### config.mk
export PLATFORM = sky130hd
export DESIGN_NAME = can_tx_guard
export DESIGN_NICKNAME = d
export VERILOG_FILES = /design/src/rtl/can_txg_pkg.sv /design/src/rtl/txg_sync.sv /design/src/rtl/txg_dom_timer.sv /design/src/rtl/txg_fault_hold.sv /design/src/rtl/can_tx_guard.sv
export SDC_FILE = /design/constraint.sdc
export NUM_CORES = 1
export LEC_CHECK = 0
export ABC_CLOCK_PERIOD_IN_PS = 1600
export CAP_MARGIN = 20
export CORE_MARGIN = 3
export CORE_UTILIZATION = 54
export DETAILED_ROUTE_END_ITERATION = 12
export DONT_BUFFER_PORTS = 1
export PLACE_DENSITY_LB_ADDON = 0.3
export SYNTH_ARGS = -nofsm -noshare
export SYNTH_HDL_FRONTEND = slang
export SYNTH_SLANG_ARGS = --single-unit
### constraint.sdc
create_clock -name clk -period 1.6 [get_ports clk]
set_clock_uncertainty 0.2 [all_clocks]
set_input_delay 0.16 -clock clk [delete_from_list [all_inputs] [get_ports clk]]
set_output_delay 0.16 -clock clk [all_outputs]
set_load 0.005 [all_outputs]
### src/rtl/can_txg_pkg.sv
package can_txg_pkg;
   typedef enum logic [2:0] {
      FC_NONE    = 3'd0,
      FC_TIMEOUT = 3'd1,
      FC_THERMAL = 3'd2,
      FC_CORE_UV = 3'd3,
      FC_IO_UV   = 3'd4
   } fault_code_e;

   localparam int unsigned SYNC_BITS = 5;
   localparam int unsigned IDX_TXD   = 0;
   localparam int unsigned IDX_STBY  = 1;
   localparam int unsigned IDX_THERM = 2;
   localparam int unsigned IDX_CUV   = 3;
   localparam int unsigned IDX_IOUV  = 4;
   // transmit line and mode rest high (recessive, standby); flags rest low
   localparam logic [SYNC_BITS-1:0] SYNC_IDLE = 5'b00011;
endpackage

### src/rtl/txg_sync.sv
module txg_sync #(
   parameter int unsigned WIDTH = 1,
   parameter int unsigned STAGES = 2,
   parameter logic [WIDTH-1:0] RST_VAL = '0
) (
   input  logic             clk,
   input  logic             rst_n,
   input  logic [WIDTH-1:0] d,
   output logic [WIDTH-1:0] q
);
   logic [WIDTH-1:0] stage [STAGES];

   always_ff @(posedge clk) begin
      if (!rst_n) stage[0] <= RST_VAL;
      else        stage[0] <= d;
   end

   genvar g;
   generate
      for (g = 1; g < STAGES; g++) begin : g_stage
         always_ff @(posedge clk) begin
            if (!rst_n) stage[g] <= RST_VAL;
            else        stage[g] <= stage[g-1];
         end
      end
   endgenerate

   assign q = stage[STAGES-1];
endmodule

### src/rtl/txg_dom_timer.sv
module txg_dom_timer #(
   parameter int unsigned LIMIT = 64
) (
   input  logic clk,
   input  logic rst_n,
   input  logic txd_s,
   input  logic txd_fall,
   input  logic txd_rise,
   output logic expired
);
   localparam int unsigned CW = $clog2(LIMIT + 1);
   localparam logic [CW-1:0] LIM_C = CW'(LIMIT);

   logic [CW-1:0] cnt;

   always_ff @(posedge clk) begin
      if (!rst_n)                                     cnt <= '0;
      else if (txd_rise)                              cnt <= '0;
      else if (txd_fall)                              cnt <= CW'(1);
      else if (!txd_s && cnt != '0 && cnt != LIM_C)   cnt <= cnt + 1'b1;
   end

   assign expired = (cnt == LIM_C);
endmodule

### src/rtl/txg_fault_hold.sv
module txg_fault_hold #(
   parameter int unsigned HOLD_CYC = 0
) (
   input  logic clk,
   input  logic rst_n,
   input  logic flag,
   input  logic txd_hi,
   output logic blocked
);
   logic held;

   generate
      if (HOLD_CYC == 0) begin : g_direct
         always_ff @(posedge clk) begin
            if (!rst_n)      held <= 1'b0;
            else if (flag)   held <= 1'b1;
            else if (txd_hi) held <= 1'b0;
         end
      end else begin : g_timed
         localparam int unsigned HW = $clog2(HOLD_CYC + 1);
         localparam logic [HW-1:0] HOLD_C = HW'(HOLD_CYC);
         logic [HW-1:0] gap;
         always_ff @(posedge clk) begin
            if (!rst_n) begin
               held <= 1'b0;
               gap  <= '0;
            end else if (flag) begin
               held <= 1'b1;
               gap  <= '0;
            end else if (held) begin
               if (gap != HOLD_C) gap  <= gap + 1'b1;
               else if (txd_hi)   held <= 1'b0;
            end
         end
      end
   endgenerate

   assign blocked = flag | held;
endmodule

### src/rtl/can_tx_guard.sv
module can_tx_guard
   import can_txg_pkg::*;
#(
   parameter int unsigned SYNC_STAGES = 2,
   parameter int unsigned TIMEOUT_CYC = 64,
   parameter int unsigned RECOVER_CYC = 40
) (
   input  logic       clk,
   input  logic       rst_n,
   input  logic       txd_i,
   input  logic       stby_i,
   input  logic       therm_flt_i,
   input  logic       core_uv_i,
   input  logic       io_uv_i,
   output logic       drive_dom_o,
   output logic       bus_disengage_o,
   output logic [2:0] fault_code_o
);
   localparam int unsigned THERM_HOLD = 0;
   localparam int unsigned IO_HOLD    = 0;

   generate
      if (SYNC_STAGES < 2) begin : g_bad_sync
         $error("can_tx_guard: SYNC_STAGES must be at least 2");
      end
      if (TIMEOUT_CYC < 1) begin : g_bad_timeout
         $error("can_tx_guard: TIMEOUT_CYC must be at least 1");
      end
   endgenerate

   logic [SYNC_BITS-1:0] raw, synced;
   logic txd_s, stby_s, therm_s, core_uv_s, io_uv_s;
   logic txd_d, txd_fall, txd_rise;
   logic to_exp, th_blk, cuv_blk, iuv_blk, fault_any, gate_off;
   logic drive_q;
   fault_code_e code_q;

   assign raw[IDX_TXD]   = txd_i;
   assign raw[IDX_STBY]  = stby_i;
   assign raw[IDX_THERM] = therm_flt_i;
   assign raw[IDX_CUV]   = core_uv_i;
   assign raw[IDX_IOUV]  = io_uv_i;

   txg_sync #(.WIDTH(SYNC_BITS), .STAGES(SYNC_STAGES), .RST_VAL(SYNC_IDLE)) u_sync (
      .clk(clk), .rst_n(rst_n), .d(raw), .q(synced)
   );

   assign txd_s     = synced[IDX_TXD];
   assign stby_s    = synced[IDX_STBY];
   assign therm_s   = synced[IDX_THERM];
   assign core_uv_s = synced[IDX_CUV];
   assign io_uv_s   = synced[IDX_IOUV];

   always_ff @(posedge clk) begin
      if (!rst_n) txd_d <= 1'b1;
      else        txd_d <= txd_s;
   end
   assign txd_fall = txd_d & ~txd_s;
   assign txd_rise = ~txd_d & txd_s;

   txg_dom_timer #(.LIMIT(TIMEOUT_CYC)) u_timer (
      .clk(clk), .rst_n(rst_n), .txd_s(txd_s),
      .txd_fall(txd_fall), .txd_rise(txd_rise), .expired(to_exp)
   );

   txg_fault_hold #(.HOLD_CYC(THERM_HOLD)) u_therm (
      .clk(clk), .rst_n(rst_n), .flag(therm_s), .txd_hi(txd_s), .blocked(th_blk)
   );
   txg_fault_hold #(.HOLD_CYC(RECOVER_CYC)) u_core_uv (
      .clk(clk), .rst_n(rst_n), .flag(core_uv_s), .txd_hi(txd_s), .blocked(cuv_blk)
   );
   txg_fault_hold #(.HOLD_CYC(IO_HOLD)) u_io_uv (
      .clk(clk), .rst_n(rst_n), .flag(io_uv_s), .txd_hi(txd_s), .blocked(iuv_blk)
   );

   assign fault_any = to_exp | th_blk | cuv_blk | iuv_blk;
   assign gate_off  = fault_any | stby_s;

   always_ff @(posedge clk) begin
      if (!rst_n) begin
         drive_q <= 1'b0;
         code_q  <= FC_NONE;
      end else begin
         drive_q <= ~txd_s & ~gate_off;
         if (!txd_s) begin
            if (iuv_blk)      code_q <= FC_IO_UV;
            else if (cuv_blk) code_q <= FC_CORE_UV;
            else if (th_blk)  code_q <= FC_THERMAL;
            else if (to_exp)  code_q <= FC_TIMEOUT;
            else if (!stby_s) code_q <= FC_NONE;
         end
      end
   end

   assign drive_dom_o     = drive_q;
   assign bus_disengage_o = io_uv_s;
   assign fault_code_o    = code_q;
endmodule

## Word level (Yosys, flattened, before mapping)

Memories as Yosys holds them, arrays and structs flattened.
Cells that the tools add are included.

- Equal/unequal tests: 4
- $add $sub $neg: 2
- Reduce and logical (&&, ||, !) cells: 12
- Bitwise operators: 16
- Multiplexer cells: 18

Operators with widths:

| cell | number |
|---|---|
| two-way mux 3 bit | 5 |
| two-way mux 1 bit | 11 |
| two-way mux 5 bit | 2 |
| bitwise OR 1 bit | 9 |
| adder 7 x 1 -> 7 bit, second input constant | 1 |
| == test 7 bit, second input constant | 1 |
| inequality test 7 bit, second input constant | 1 |
| nonzero test 7 bit | 1 |
| adder 6 x 1 -> 6 bit, second input constant | 1 |
| inequality test 6 bit, second input constant | 1 |
| nonzero test 2 bit | 3 |
| inequality test 5 x 1 -> 1 bit, second input constant | 1 |
| inverter 1 bit | 4 |
| AND reduction 2 bit | 2 |
| OR reduction 2 bit | 2 |
| AND 1 bit | 3 |
| OR reduction 3 bit | 1 |
| logical AND 1 bit | 2 |
| zero test 1 bit | 1 |

- Memory bits (writable): 10
- Bits in registers: 21
- Memories: 1
- Word-level logic and storage cells: 62
- Bits of input ports: 7

Memories:

| memory | depth | width | rd ports | clocked after memory_dff | write ports | line | RTL |
|---|---|---|---|---|---|---|---|
| u_sync.stage | 2 | 5 | 2 | 0 | 2 | txg_sync.sv:11 | `logic [WIDTH-1:0] stage [STAGES];` |

## Logic depth before layout (Yosys ltp)

An unclocked memory read counts as a cell.

- Word-level depth: 8
- Gate-level depth with buffers: 6

## By module

From an unflattened synthesis, not the netlist that was laid out.

- Cell total of the unflattened synthesis: 139
- Area total of the unflattened synthesis: 1331.3 um2

By module, submodules not included:

| module | sequential area each (um2) | area each (um2) | times used | cells each |
|---|---|---|---|---|
| txg_dom_timer | 140.1 | 400.4 | 1 | 46 |
| txg_fault_hold (u_core_uv) | 140.1 | 352.8 | 1 | 39 |
| txg_sync | 200.2 | 262.8 | 1 | 20 |
| can_tx_guard | 100.1 | 220.2 | 1 | 26 |
| txg_fault_hold (u_io_uv ...) | 20.0 | 47.5 | 2 | 4 |

## Least setup slack after synthesis

Ideal clock, no wire load.

- Path type: reg2reg
- From: register u_core_uv.g_timed.gap[0]
- To: register u_core_uv.g_timed.gap[1]
- Arrival: 1195 ps
- Stages on the path, launching flop included: 7
- Buffers on the path: 0
- Period minus slack after synthesis: 1514 ps
- Required time: 1280 ps
- Path slack: 86 ps
- Path through: dfxtp_1 -> inv_1 -> ha_1 -> nand4b_1 -> o21ai_0 -> mux2i_1 -> nor2_1

- Word-level cells in the longest chain between the ends: 2

Ends and longest elaborated chain:

| what | line | RTL |
|---|---|---|
| from (decl) | txg_fault_hold.sv:22 | `logic [HW-1:0] gap;` |
| from (signal assigned) | txg_fault_hold.sv:31 | `if (gap != HOLD_C) gap <= gap + 1'b1;` |
| parallel branches: the longest is 2 deep, another holds adder 6 x 1 -> 6 bit | -- |  |

Parallel ways; which one is timed is not known.
A chain may end at the register's enable or synchronous reset.

## Final worst setup path

- From: register u_timer.cnt[3]
- To: register code_q[0], in the netlist fault_code_o[0]

- Word-level cells in the longest chain between the ends: 5

Ends and longest elaborated chain:

| what | line | RTL |
|---|---|---|
| from (decl) | txg_dom_timer.sv:14 | `logic [CW-1:0] cnt;` |
| from (signal assigned) | txg_dom_timer.sv:20 | `else if (!txd_s && cnt != '0 && cnt != LIM_C) cnt <= cnt + 1'b1;` |
| == test 7 bit (*) | txg_dom_timer.sv:23 | `assign expired = (cnt == LIM_C);` |
| two-way mux 3 bit | can_tx_guard.sv:89 | `else if (to_exp) code_q <= FC_TIMEOUT;` |
| two-way mux 3 bit | can_tx_guard.sv:88 | `else if (th_blk) code_q <= FC_THERMAL;` |
| two-way mux 3 bit | can_tx_guard.sv:87 | `else if (cuv_blk) code_q <= FC_CORE_UV;` |
| two-way mux 3 bit | can_tx_guard.sv:86 | `if (iuv_blk) code_q <= FC_IO_UV;` |
| to (signal assigned) | can_tx_guard.sv:86 |  |
| to (signal assigned) | can_tx_guard.sv:87 |  |
| to (signal assigned) | can_tx_guard.sv:88 |  |
| to (decl) | can_tx_guard.sv:36 | `fault_code_e code_q;` |

Mark *: on every way between the ends. The rest lies on a longest branch, timed or not.

==> flow_summary.toml <==
[synth]
synth.avg_cell_area_um2 = 9.41
ys_ff_latch = 31
yosys_warnings = 0
synth_edf_count = 0
synth.yosys.seq_area_share_pct = 50.4
synth.cell_area_mm2 = 0.00123
synthesis.instances = 131
async_flop_share_pct = 0
synth_ff_type = "dfxtp_1"
ys_types = 30
syn_nets = 142

[placed_design]
dp_hpwl_mm = 1.48
placed_cells = 158
io_buffers = 0
place.gp.congestion = 0.835
pre_cts_ws_ns = 0.0581

[timing]
period_minus_slack_ns = 1.53
slew_headroom_pct = 63.3
hold_viol = 0
max_freq_mhz = 652
slew_violations = 0
tightest_slew_ns = 0.551
holdWs_ns = 0.231
min_period_over_period_pct = 95.9
rsz0062_at_grt = "true"
final-setup-viol-count = 0
worst_slack_ns = 0.0653

[die]
row_count = 16
initial_utilization_pct = 59.8
coreArea_mm2 = 0.00206
fp.dieH_um = 53.8
die_x_um = 53.8
dieArea_mm2 = 0.00289
io_pins = 12

[global_routing]
grt_pass1_vias = 890
grt_overflow = 0
grt_pass1_wl_mm = 3.86
track_usage_pct = 19.3
antenna_found_initial = 0
grt_max_degree = 20

[worst_setup_path]
r2r_cells = 4
crit_start = "u_timer.cnt[3]"
start_kind = "flip-flop"
critical_path.cell_chain = "nor4_4 -> and2_4 -> a21oi_2 -> o31a_1"
critical_path_arrival_ns = 1.55
cp.required_ns = 1.62
cp_top_family = "simple AND/OR/NAND/NOR gates"
crit_cells = 4
r2r-start = "u_timer.cnt[3]"
path_class = "flip-flop to flip-flop"
critPathBufInv = 0
cp-endpoint = "fault_code_o[0]"
rr_endpoint = "fault_code_o[0]"
end_kind = "flip-flop"
cp_slowest_stage_delay_ns = 0.37
slowest_stage = "dfxtp_4"
path_max_fanout = 5
rrSetupSlack_ns = 0.07

[run]
drv_cap = 0

[cts]
htree_levels = 2
insertion_delay_ns = 0.32
cts-buffers-inserted = 5
cts.sinks = 31
cts_max_path_buffers = 2
clk_pin_slew_worst_paths_ns = 0.08
tritoncts = "yes"
cts-root-buf = "clkbuf_4"

[route]
ant_nets = 0
drt-pass1-iter-count = 4
vias = 931
drt_wl_total_mm = 2.19
first_iter_violations = 20
vias_per_cell = 5.41
drc = 0
wire_per_inst_um = 12.7

[layout]
final_common_cell = "dfxtp_1"
drive_gt1_share_pct = 14.5
syn_to_final_growth_pct = 14.4
num-fill-cells = 160
final_cells = 172
final_cell_mix = "dfxtp_1 (27), nand2_1 (13), nor2_1 (10), a21oi_1 (10)"
diodes = 0
fin_nets = 157

[power_and_ir_drop]
power.density_mw_per_mm2 = 910
peakVddDrop_mv = 0.737
p_total_w = 0.00128
p_leak_nw = 0.540

[status]
run_status = "finished clean"

[min_path]
hp-class = "input pin to flip-flop"
## final cells by class
class | count | area (um2) | share of cell area, %
Timing Repair Buffer | 11 | 103 | 7.28
Multi-Input combinational cell | 92 | 584 | 41.4
Sequential cell | 31 | 628 | 44.5
Tap cell | 27 | 33.8 | 2.40
Inverter | 5 | 20.0 | 1.42
Clock buffer | 6 | 41.3 | 2.93
## synthesized netlist by cell type (all sizes together) (4+ instances only)
master	instances	share of area [%]
ha	4	4.1
dfxtp	31	50
inv	4	1.2
nand2b	5	2.5
and2	7	3.8
xor2	5	3.6
o21ai	6	2.4
nand2	13	4.0
a21oi	11	4.5
nand4	6	3.0
nor2	10	3.0
## cells by family (layout without fill, tap and decap cells)
family	Yosys count	after routing	synth area share, %
muxes	1	1	0.812
AOI/OAI and AO/OA	25	25	11.6
xor gates and xnor gates	7	7	4.97
buffers and inverters	8	22	3.15
and+or+nand+nor	55	55	25.1
adders and majority gates	4	4	4.06
DFF	31	31	50.4
## state kept, by name, summed over array words and instances, names as in the netlist, 3 cells and up
| name | count |
|---|---|
| u_sync.stage | 10 |
| u_timer.cnt | 7 |
| fault_code_o | 3 |
| u_core_uv.g_timed.gap | 6 |
## report_power, final
group | leakage (nW) | switching [W] | internal, W
Clock | 0.0242 | 0.000225 | 0.000156
Combinational | 0.260 | 0.0000444 | 0.0000470
Sequential | 0.255 | 0.0000192 | 0.000792
## worst min-delay path by stage
stage	start	endpoint	slack, ns	cells after the start
floorplan	txd_i	u_sync.stage[0][0]	0.06	1
global placement	rst_n	u_sync.stage[1][0]	0.04	1
detailed placement	rst_n	u_sync.stage[1][1]	0.04	1
CTS	rst_n	u_sync.stage[1][1]	0.23	2
global route	rst_n	u_sync.stage[1][1]	0.23	2
finish	rst_n	u_sync.stage[1][0]	0.23	2
## metrics by stage
| step | setup TNS (ns) | utilization (%) | instance area, um2 |
|---|---|---|---|
| floorplan | 0 | - | 1230 |
| detailed placement | 0 | 61.6 | 1270 |
| global route | -0.0819 | 68.4 | 1410 |
| CTS | 0 | 67.0 | 1380 |
| finish | 0 | 68.4 | 1410 |
| global placement | 0 | 61.6 | 1270 |
## per-layer routing
layer  vias to the layer above  track usage, %  share of wire (%)
met3                         4            10.8                4.8
met1                       425            22.6                 47
li1                        484               -                  -
met5                         -               0                  0
met2                        18            28.0                 47
met4                         0            9.36               0.91
## repair_timing
item | CTS | global route
buffers inserted | 0 | 1
resized for setup | 0 | 11
hold buffers | 7 | 0
hold endpoints to repair | 31 | 0
endpoints found under the setup margin | 0 | 5
Power figures use the tool's default switching activity.
